`src/rtl/irq_cpu_port.sv`:
```
module irq_cpu_port #(
  parameter int NUM_IRQ     = 32,
  parameter int PRIO_BITS   = 8,
  parameter int STACK_DEPTH = 4
) (
  input  logic                 clk,
  input  logic                 rst_n,
  input  logic [NUM_IRQ-1:0]   pend_i,
  input  logic [NUM_IRQ*8-1:0] prio_i,
  input  logic                 bus_sel_i,
  input  logic                 bus_wr_i,
  input  logic [2:0]           bus_addr_i,
  input  logic [31:0]          bus_wdata_i,
  output logic [31:0]          bus_rdata_o,
  output logic                 irq_o
);
  localparam int IDW = 10;
  localparam int DW  = $clog2(STACK_DEPTH + 1);
  localparam logic [7:0]     PMASK    = 8'hFF << (8 - PRIO_BITS);
  localparam logic [IDW-1:0] SPURIOUS = 10'd1023;
  localparam logic [DW-1:0]  FULL     = DW'(STACK_DEPTH);

  logic                 en_q;
  logic [7:0]           thr_q;
  logic [2:0]           bpt_q;
  logic [DW-1:0]        depth_q;
  logic [NUM_IRQ-1:0]   act_q;
  logic [7:0]           pstk [STACK_DEPTH];
  logic [IDW-1:0]       istk [STACK_DEPTH];
  logic                 irq_q;

  logic [NUM_IRQ-1:0]   cand;
  logic                 best_v;
  logic [IDW-1:0]       best_id;
  logic [7:0]           best_p;
  logic [DW-1:0]        top;
  logic [7:0]           run_p;
  logic [IDW-1:0]       run_id;
  logic [3:0]           shift;
  logic [7:0]           grp;
  logic                 preempt_ok, qual, grant;
  logic                 wr, rd, claim, retire;
  logic                 unused_bits;

  assign cand   = pend_i & ~act_q;
  assign top    = depth_q - 1'b1;
  assign run_p  = (depth_q == '0) ? 8'hFF : pstk[top];
  assign run_id = (depth_q == '0) ? SPURIOUS : istk[top];

  always_comb begin
    best_v  = 1'b0;
    best_id = '0;
    best_p  = 8'hFF;
    for (int i = 0; i < NUM_IRQ; i++) begin
      if (cand[i] && (!best_v || (prio_i[i*8 +: 8] & PMASK) < best_p)) begin
        best_v  = 1'b1;
        best_id = IDW'(i);
        best_p  = prio_i[i*8 +: 8] & PMASK;
      end
    end
  end

  assign shift      = {1'b0, bpt_q} + 4'd1;
  assign grp        = 8'hFF << shift;
  assign preempt_ok = (depth_q == '0) ||
                      (bpt_q != 3'd7 && (best_p & grp) < (run_p & grp));
  assign qual       = best_v && (best_p < thr_q) && (depth_q < FULL) && preempt_ok;
  assign grant      = en_q && qual;

  assign wr     = bus_sel_i && bus_wr_i;
  assign rd     = bus_sel_i && !bus_wr_i;
  assign claim  = rd && bus_addr_i == 3'd3 && grant;
  assign retire = wr && bus_addr_i == 3'd4 && depth_q != '0 &&
                  bus_wdata_i[IDW-1:0] == run_id;
  assign unused_bits = ^bus_wdata_i[31:IDW];

  always_comb begin
    bus_rdata_o = '0;
    if (rd) begin
      case (bus_addr_i)
        3'd0:    bus_rdata_o = {31'b0, en_q};
        3'd1:    bus_rdata_o = {24'b0, thr_q};
        3'd2:    bus_rdata_o = {29'b0, bpt_q};
        3'd3:    bus_rdata_o = {22'b0, grant ? best_id : SPURIOUS};
        3'd5:    bus_rdata_o = {24'b0, run_p};
        default: bus_rdata_o = '0;
      endcase
    end
  end

  always_ff @(posedge clk or negedge rst_n) begin
    if (!rst_n) begin
      en_q    <= 1'b0;
      thr_q   <= '0;
      bpt_q   <= '0;
      depth_q <= '0;
      act_q   <= '0;
      irq_q   <= 1'b0;
      for (int k = 0; k < STACK_DEPTH; k++) begin
        pstk[k] <= '0;
        istk[k] <= '0;
      end
    end else begin
      irq_q <= grant && !(rd && bus_addr_i == 3'd3);
      if (wr && bus_addr_i == 3'd0) en_q  <= bus_wdata_i[0];
      if (wr && bus_addr_i == 3'd1) thr_q <= bus_wdata_i[7:0] & PMASK;
      if (wr && bus_addr_i == 3'd2) bpt_q <= bus_wdata_i[2:0];
      if (claim) begin
        pstk[depth_q] <= best_p;
        istk[depth_q] <= best_id;
        depth_q       <= depth_q + 1'b1;
      end
      if (retire) depth_q <= top;
      for (int i = 0; i < NUM_IRQ; i++) begin
        if (claim && best_id == IDW'(i))  act_q[i] <= 1'b1;
        if (retire && run_id == IDW'(i))  act_q[i] <= 1'b0;
      end
    end
  end

  assign irq_o = irq_q;

  AST_IRQ_NEEDS_EN: assert property (@(posedge clk) disable iff (!rst_n)
    $past(!en_q) |-> !irq_q);
  AST_DEPTH_BOUND: assert property (@(posedge clk) disable iff (!rst_n)
    depth_q <= FULL);
  AST_CLAIM_DROPS_IRQ: assert property (@(posedge clk) disable iff (!rst_n)
    (rd && bus_addr_i == 3'd3) |=> !irq_o);
  AST_BAD_RETIRE_KEEPS: assert property (@(posedge clk) disable iff (!rst_n)
    (wr && bus_addr_i == 3'd4 && bus_wdata_i[IDW-1:0] != run_id) |=> $stable(depth_q));
  AST_NO_NEST_AT_SEVEN: assert property (@(posedge clk) disable iff (!rst_n)
    (bpt_q == 3'd7 && depth_q != '0 && $stable(depth_q)) |=> !irq_o || $past(depth_q) == '0);
endmodule

```
`config.mk`:
```
export PLATFORM = sky130hd
export DESIGN_NAME = irq_cpu_port
export DESIGN_NICKNAME = d
export VERILOG_FILES = /design/src/rtl/irq_cpu_port.sv
export SDC_FILE = /design/constraint.sdc
export NUM_CORES = 1
export LEC_CHECK = 0
export BUFFER_PORTS_ARGS = -buffer_cell sky130_fd_sc_hd__buf_2
export CAP_MARGIN = 20
export CELL_PAD_IN_SITES_DETAIL_PLACEMENT = 2
export CELL_PAD_IN_SITES_GLOBAL_PLACEMENT = 2
export CORE_MARGIN = 2
export CORE_UTILIZATION = 29
export CTS_BUF_LIST = sky130_fd_sc_hd__clkbuf_4 sky130_fd_sc_hd__clkbuf_8 sky130_fd_sc_hd__clkbuf_16
export DETAILED_ROUTE_END_ITERATION = 8
export PLACE_DENSITY_LB_ADDON = 0.1
export SYNTH_ARGS = -nofsm -noshare
export SYNTH_HDL_FRONTEND = slang
export SYNTH_SLANG_ARGS = --single-unit
```
`constraint.sdc`:
```
create_clock -name clk -period 70.6 [get_ports clk]
set_input_delay 7.06 -clock clk [delete_from_list [all_inputs] [get_ports clk]]
set_output_delay 7.06 -clock clk [all_outputs]
set_load 0.05 [all_outputs]
```
# --- After elaboration in Yosys (flattened, before gate mapping) ---
# Index checks and enable logic that the tools add are counted.
word_totals:
  reg_bits: 120
  latch_bits: 0
  ramBits: 0
  mem_bits_ro: 0
  in_bits: 327
  output_inout_bits: 33
  mem_count: 0
op_classes:
  add_sub_neg: 3
  n_mul: 0
  div: 0
  n_lt_le_gt_ge: 37
  n_eq_ne: 69
  n_shift: 1
  muxes: 178
  bitwise_logic: 6
  reduce_logical: 215
ops:
  columns: ["cell", "count"]
  rows:
  - ["equality test 10 x 5 -> 1 bit, second input constant", 32]
  - ["2-to-1 mux 8 bit", 36]
  - ["less-than comparator 8 bit", 33]
  - ["equality test 10 x 4 -> 1 bit, second input constant", 16]
  - ["2-to-1 mux 10 bit", 14]
  - ["logical AND 1 bit", 112]
  - ["2-to-1 mux 1 bit", 97]
  - ["equality test 10 x 3 -> 1 bit, second input constant", 8]
  - ["nonzero test 2 bit", 33]
  - ["one-hot mux 10 bit (5 select lines)", 1]
  - ["bitwise mux 40 bit", 1]
  - ["equality test 10 x 2 -> 1 bit, second input constant", 4]
  - ["2-to-1 mux 5 bit", 8]
  - ["zero test 1 bit", 33]
  - ["bitwise AND 32 bit", 1]
  - ["bitwise mux 32 bit", 1]
  - ["logical OR 1 bit", 32]
  - ["2-to-1 mux 4 bit", 8]
  - ["NOT 32 bit", 1]
  - ["binary-select mux 10 bit (select 2 bit)", 1]
  - ["demux 10 bit (select 2 bit)", 1]
  - ["equality test 10 x 1 -> 1 bit, second input constant", 2]
  - ["zero test 10 bit", 2]
  - ["2-to-1 mux 3 bit", 6]
  - ["other kinds (19)", 26]

# --- Logic depth before layout (Yosys ltp) ---
# Gate-level depths: netlist of run 1.
depth:
  depth_word: 137
  ltp_mapped: 376
  depth_no_buf: 351

# --- Least setup slack after synthesis of run 1 ---
# No wires, ideal clock.
synth_path:
  kind: "input to output"
  startpoint: "input pend_i[0]"
  endpoint: "output bus_rdata_o[9]"
  arrival_time_ps: 66988
  t_required_ps: 63540
  setup_slack_ps: -3448
  path_stages: 357
  n_path_buf: 32
  path_cell_list: "nand2b_4 > nor2_1 > ha_1 > a41o_1 > a31o_1 > a211o_1 > nand2_1 > clkbuf_1 > o21ai_0 > inv_1 > ha_1 > a21o_1 > a21o_1 > a221oi_1 > o21a_1 > nand2_1 > a21oi_1 > clkbuf_1 > [321 not listed] > o21bai_1 > nor2_1 > a21boi_2 > a21oi_1 > buf_4 > mux2_2 > nor3_1 > ha_1 > o21ai_0 > nand2b_1 > a21oi_1 > o21ai_0 > a21o_1 > a211oi_1 > o2111ai_1 > a21oi_1 > nor2_1 > buf_4"
synth_between:
  elab_chain_len: 135
synth_lines:
  columns: ["element", "line_no", "text"]
  rows:
  - ["start, declared", "8", "input logic [NUM_IRQ-1:0] pend_i,"]
  - ["bitwise AND 32 bit (*)", "45", "assign cand = pend_i & ~act_q;"]
  - ["2-to-1 mux 8 bit or 2-to-1 mux 1 bit (tied branches)", "55", "if (cand[i] && (!best_v || (prio_i[i*8 +: 8] & PMASK) < best_p)) begin"]
  - ["less-than comparator 8 bit or zero test 1 bit (tied branches)", "55", null]
  - ["logical OR 1 bit", "55", null]
  - ["logical AND 1 bit", "55", null]
  - ["2-to-1 mux 8 bit or 2-to-1 mux 1 bit (tied branches)", "55", null]
  - ["less-than comparator 8 bit or zero test 1 bit (tied branches)", "55", null]
  - ["logical OR 1 bit", "55", null]
  - ["[119 not listed]", null, null]
  - ["less-than comparator 8 bit", "66", "(bpt_q != 3'd7 && (best_p & grp) < (run_p & grp));"]
  - ["logical AND 1 bit", "66", null]
  - ["logical OR 1 bit", "65", "assign preempt_ok = (depth_q == '0) ||"]
  - ["logical AND 1 bit", "67", "assign qual = best_v && (best_p < thr_q) && (depth_q < FULL) && preempt_ok;"]
  - ["logical AND 1 bit", "68", "assign grant = en_q && qual;"]
  - ["2-to-1 mux 10 bit (*)", "84", "3'd3: bus_rdata_o = {22'b0, grant ? best_id : SPURIOUS};"]
  - ["one-hot mux 10 bit (5 select lines) (*)", "80", "case (bus_addr_i)"]
  - ["2-to-1 mux 10 bit (*)", "79", "if (rd) begin"]
  - ["end, declared", "14", "output logic [31:0] bus_rdata_o,"]
# Mark *: on every way between the ends. The rest lies on a longest branch, timed or not.

# --- Worst setup path in the final report of run 1 ---
layout_path:
  startpoint: "input pend_i[0]"
  endpoint: "output bus_rdata_o[6]"
# Same word-level chain as after synthesis.

==> run_results.csv, run 1 <==
group,metric,value,unit
outcome,status,"finished with violations",
outcome,violations,"negative setup slack",
sta,hold_viol,0,
detailed_routing,first_pass_iters,5,
sta,finalCritPeriodShare,106,%
clock_network,cts_sinks,100,
sta,fmaxAchievable,13.4,MHz
floorplanning,io_pins,360,
setup_path,cp_common_cell,"buf_4",
floorplanning,start_util,29.2,%
setup_path,worstSetupStartpointType,"input port",
synth,synth-seq-cells,100,
job,maxCapViolations,0,
sta,post-route-min-period,74620,ps
setup_path,crit_required,63540,ps
global_route,grt_pass1_wl,155,mm
synth,synth_edf_count,0,
synth,synth_common_cells,"inv_1 (252), nand2_1 (250), nor2_1 (225)",
synth,synth_sequential_area_ratio,14.0,%
layout,synthToLayoutAreaGrowth,65.5,%
detailed_routing,vias,25100,
detailed_routing,vias_per_cell,5.87,
global_route,grt_pass1_vias,26700,
synth,syn_inst,2447,
setup_path,crit_family,"compound AO/OA/AOI/OAI gates",
detailed_routing,route.detailed.drc,0,
setup_path,path_class,"input port to primary output",
global_route,grt-ovfl-total,0,
clock_network,path_clk_slew,70,ps
detailed_routing,ant_nets,0,
detailed_routing,totalWireLength,124,mm
global_route,antenna_found_initial,26,
clock_network,cts_made_buffers,9,
global_route,grt_max_degree,73,
place,place_congestion,0.887,
clock_network,cts_tree,"yes",
synth,synthArstFlopShare,100,%
synth,syn_area_per_cell,7.33,µm²
sta,skew,8.98,ps
synth,synthTopCellsByArea,"dfrtp_1 (14%), ha_1 (13%), a21oi_1 (5.4%)",
sta,tightestPinTransition,1080,ps
setup_path,slowest_delay,420,ps
floorplanning,coreArea,0.0614,mm²
place,dp_hpwl,72.2,mm
synth,synth.most_common_cell,"inv_1",
floorplanning,rows,91,
layout,drive_gt1_share,49.8,%
setup_path,crit_path_end_kind,"primary output",
sta,max-slew-margin-rel,28.0,%
clock_network,h-tree-depth,3,
synth,yosysWarnings,0,
sta,fin_ws,-4020,ps
floorplanning,fp.dieH,253,µm
synth,ys.flop_type,"dfrtp_1",
floorplanning,die_area,0.0639,mm²
setup_path,crit_slowest_cell,"a2111o_1",
synth,synth.cell_area,0.0179,mm²
clock_network,clock_path_buffers,2,
synth,yosys.area.top_type_share,14.0,%
clock_network,clkLatencyLatePin,370,ps
setup_path,cp_max_fo,8,
global_route,grtUsageTotal,30.8,%
sta,rsz0062_at_grt,"yes",
floorplanning,die_w,253,µm
sta,setup_viol,10,
layout,fillers,6741,
setup_path,crit_arrival,67560,ps
sta,fin_tns_setup,-39640,ps
sta,slew_violations,0,
synth,synth_top_cell_by_area,"dfrtp_1",
setup_path,path_buf_inv,85,
clock_network,clockRootBuffer,"clkbuf_16",
detailed_routing,first_iter_violations,1348,
worst_hold_path,hp-class,"register to register",
synth,yosysUniqueCellTypes,119,
detailed_routing,wl_per_cell,28.9,µm
place,portBuffers,315,
layout,fin_nets,3976,
[repair_timing]
item | CTS | global route
hold buffers | 0 | 0
pin swaps | 146 | 218
cloned | 7 | 0
setup endpoints to repair | 10 | 97
buffers inserted | 188 | 90
resized for setup | 348 | 353
[worst paths after layout]
check	end	from	depth (start not counted)	slack, ps
worst max-delay path	bus_rdata_o[6]	pend_i[0]	349	-4020
worst min-delay path	istk[1]	istk[1]	1	490
worst max register to register	istk[10]	act_q[0]	350	7660
worst min register to register	istk[1]	istk[1]	1	490
max in group asynchronous	act_q[9]	rst_n	2	62630
min in group asynchronous	irq_o	rst_n	1	6620
[final cells by class]
cell class | count | area (µm²) | share of cell area [%]
multi-input cells | 2032 | 17300 | 58.4
flip-flops and latches | 100 | 2500 | 8.43
well taps | 790 | 988 | 3.33
diodes | 19 | 47.5 | 0.160
clock inverters | 7 | 72.6 | 0.244
clock buffers | 9 | 225 | 0.759
inverters | 256 | 996 | 3.35
repair buffers | 1069 | 7520 | 25.3
[routing by layer]
metal  track usage, %  routed length [µm]  vias up
li1                 -                   -    10900
met1             36.8               48300    12900
met2             57.2               64400      912
met3             3.13                4700      398
met4             10.0                6280       20
met5                0                 115        -
[state kept, by name, summed over array words and instances (netlist names)]
register	count
bpt_q	3
depth_q	3
pstk	32
thr_q	8
en_q	1
irq_o	1
act_q	32
istk	20
[worst register-to-register path: cells and delay by family, from the launching register on]
kind | cells | cell delay (ps)
adder cells (fa/ha/maj) | 30 | 7960
AO/OA/AOI/OAI | 135 | 25450
AND/OR/NAND/NOR | 88 | 14150
multiplexers | 13 | 3710
buffers and inverters | 84 | 10900
flip-flops | 1 | 560
[kinds of logic after synthesis]
kind of cell,Yosys count,share of synthesized area (%)
simple gates,822,21.9
buf+inv,343,8.10
mux,176,11.5
fa+ha+maj,188,13.0
xor+xnor,25,1.22
compound gates,792,30.4
other cells,1,0.0209
flops,100,14.0
[placed cells by master (no fill, tap or decap), types with 18 or more instances in the layout]
cell,n
xnor2_1,21
nand2_1,211
o21ai_4,23
inv_2,54
mux2_4,23
and3_1,19
mux2_1,28
buf_6,40
nand4_1,30
buf_4,716
a21oi_1,113
nor2_4,20
o21ai_2,41
nand2_2,26
conb_1,22
o21ai_1,42
nand2b_1,32
o21ai_0,90
nor2_2,31
nor2_1,175
ha_1,104
a211oi_1,41
a21oi_2,61
o211ai_1,22
dfrtp_1,100
buf_2,303
or2_2,18
nand3_1,45
inv_1,191
nor3_1,41
a21o_1,73
nor2b_1,39
mux2i_1,65
diode_2,19
ha_4,73
mux2_2,34
a21oi_4,30
[through the flow]
step / util (%) / instance area, µm² / cells / setup slack [ps] / hold WS [ps]
after global placement: 39.1 / 24000 / 3958 / -2130 / 461
after CTS: 44.4 / 27200 / 4170 / 0.874 / 493
after global routing: 48.4 / 29700 / 4279 / -5920 / 519
after detailed placement: 39.1 / 24000 / 3959 / -4590 / 476
final: 48.4 / 29700 / 4282 / -4020 / 492
after floorplan: - / 18400 / 2468 / 31.2 / 452
Power of run 1 is not shown: default switching activity piles up to over one toggle a cycle in this logic, so the estimate is an artifact.
==> inputs of run 2 (changes only) <==
Settings changed: CELL_PAD_IN_SITES_DETAIL_PLACEMENT 2 to 1.
==> run 2 against run 1 <==
Against the previous run:
- the flow now finishes without violations
- clock skew up 6.3 ps
- flip-flop and latch count unchanged
- critical path depth is 2 higher
- sequential share of layout area rose by 0.24 points
- largest cell class unchanged
==> run_results.csv, run 2 (synthesis gave the netlist of run 1 again) <==
group,metric,value,unit
detailed_routing,wl_per_cell,19.9,µm
floorplanning,rows,91,
layout,largestRegisters,"act_q x32, pstk x32, istk x20",
sta,fin_ws,804,ps
layout,drive_gt1_share,47.7,%
setup_path,r2r_end,"istk[30]",
setup_path,crit_path_end_kind,"primary output",
setup_path,crit_required,63540,ps
place,portBuffers,315,
detailed_routing,route.detailed.drc,0,
floorplanning,start_util,29.2,%
sta,fin_tns_setup,0,ps
sta,max-slew-margin-rel,24.3,%
layout,fillers,7526,
global_route,grt_pass1_wl,128,mm
setup_path,path_buf_inv,97,
floorplanning,coreArea,0.0614,mm²
detailed_routing,vias_per_cell,5.30,
setup_path,crit_slowest_cell,"a22oi_4",
sta,post-route-min-period,69800,ps
sta,rsz0062_at_grt,"yes",
sta,tightestPinTransition,1140,ps
clock_network,cts_tree,"yes",
floorplanning,die_w,253,µm
sta,fmaxAchievable,14.3,MHz
worst_hold_path,min_to,"istk[1]",
worst_hold_path,worstHoldStart,"istk[1]",
clock_network,clkLatencyLatePin,370,ps
setup_path,slowest_delay,440,ps
setup_path,path_class,"input port to primary output",
place,dp_hpwl,66.5,mm
place,dp_slack,-3510,ps
detailed_routing,ant_nets,0,
clock_network,cts_made_buffers,9,
place,place_area,0.0240,mm²
floorplanning,io_pins,360,
sta,holdWs,486,ps
job,maxCapViolations,0,
clock_network,clockRootBuffer,"clkbuf_16",
sta,finalCritPeriodShare,98.9,%
clock_network,cts_sinks,100,
layout,synthToLayoutAreaGrowth,61.0,%
sta,slew_violations,0,
setup_path,cp_max_fo,9,
sta,hold_viol,0,
setup_path,worstSetupStartpointType,"input port",
detailed_routing,first_pass_iters,4,
layout,final_cell_area,0.0289,mm²
global_route,grt-ovfl-total,0,
outcome,status,"finished, final reports clean",
floorplanning,fp.dieH,253,µm
detailed_routing,vias,22500,
global_route,grt_max_degree,73,
clock_network,clock_path_buffers,2,
setup_path,reg2reg_from,"act_q[0]",
global_route,grt_pass1_vias,23900,
worst_hold_path,hp-class,"register to register",
global_route,antenna_found_initial,13,
global_route,grtUsageTotal,24.9,%
layout,layout_common_cells,"buf_4 (690), buf_2 (303), nand2_1 (216)",
place,place_congestion,0.887,
sta,setup_viol,0,
setup_path,crit_arrival,62740,ps
clock_network,path_clk_slew,80,ps
clock_network,h-tree-depth,3,
detailed_routing,first_iter_violations,845,
layout,final_common_cell,"buf_4",
setup_path,cp_common_cell,"buf_4",
worst_hold_path,hold_depth,1,
detailed_routing,totalWireLength,84.5,mm
floorplanning,die_area,0.0639,mm²
sta,skew,15.3,ps
setup_path,r2r_cells,351,
setup_path,crit_family,"compound AO/OA/AOI/OAI gates",
layout,fin_nets,3941,
setup_path,reg2reg_slack,12480,ps
[run 2: repair_timing]
item                                    4_1_cts  5_1_grt
buffers inserted                            174       72
endpoints found under the setup margin       10       10
pin swaps                                   135      217
gates cloned                                  6        0
hold buffers                                  0        0
resized for setup                           289      318
[run 2: how the worst max path moves through the flow]
stage	startpoint	endpoint	slack, ps	cells past startpoint
final	pend_i[0]	bus_rdata_o[5]	800	351
after global routing	pend_i[0]	bus_rdata_o[5]	-2160	357
after detailed placement	pend_i[0]	bus_rdata_o[6]	-3510	333
after floorplan	pend_i[0]	bus_rdata_o[0]	30	358
after global placement	pend_i[0]	bus_rdata_o[5]	-2130	330
after CTS	pend_i[0]	bus_rdata_o[7]	9	339
[run 2: area by class of cell]
type	count	area [µm²]	share of cell area, %
Inverter	256	986	3.41
Sequential cell	100	2500	8.67
Antenna cell	9	22.5	0.0780
Clock buffer	9	225	0.780
Timing Repair Buffer	1035	7210	25.0
Clock inverter	7	70.1	0.243
Multi-Input combinational cell	2031	16900	58.4
Tap cell	790	988	3.42
[run 2: metrics by stage]
stage | util (%) | instances
after floorplan | - | 2468
after global placement | 39.1 | 3958
after detailed placement | 39.1 | 3959
after CTS | 43.7 | 4155
after global routing | 47.0 | 4232
final | 47.0 | 4237
[run 2: layer usage]
metal / part of all wire [%] / global-route usage, % / wire (µm)
met4: 1.6 / 3.89 / 1350
met1: 46 / 32.1 / 38600
met5: 0.096 / 0 / 81
met2: 50 / 45.7 / 42700
met3: 2.1 / 2.06 / 1810
Power of run 2 is left out for the same reason.
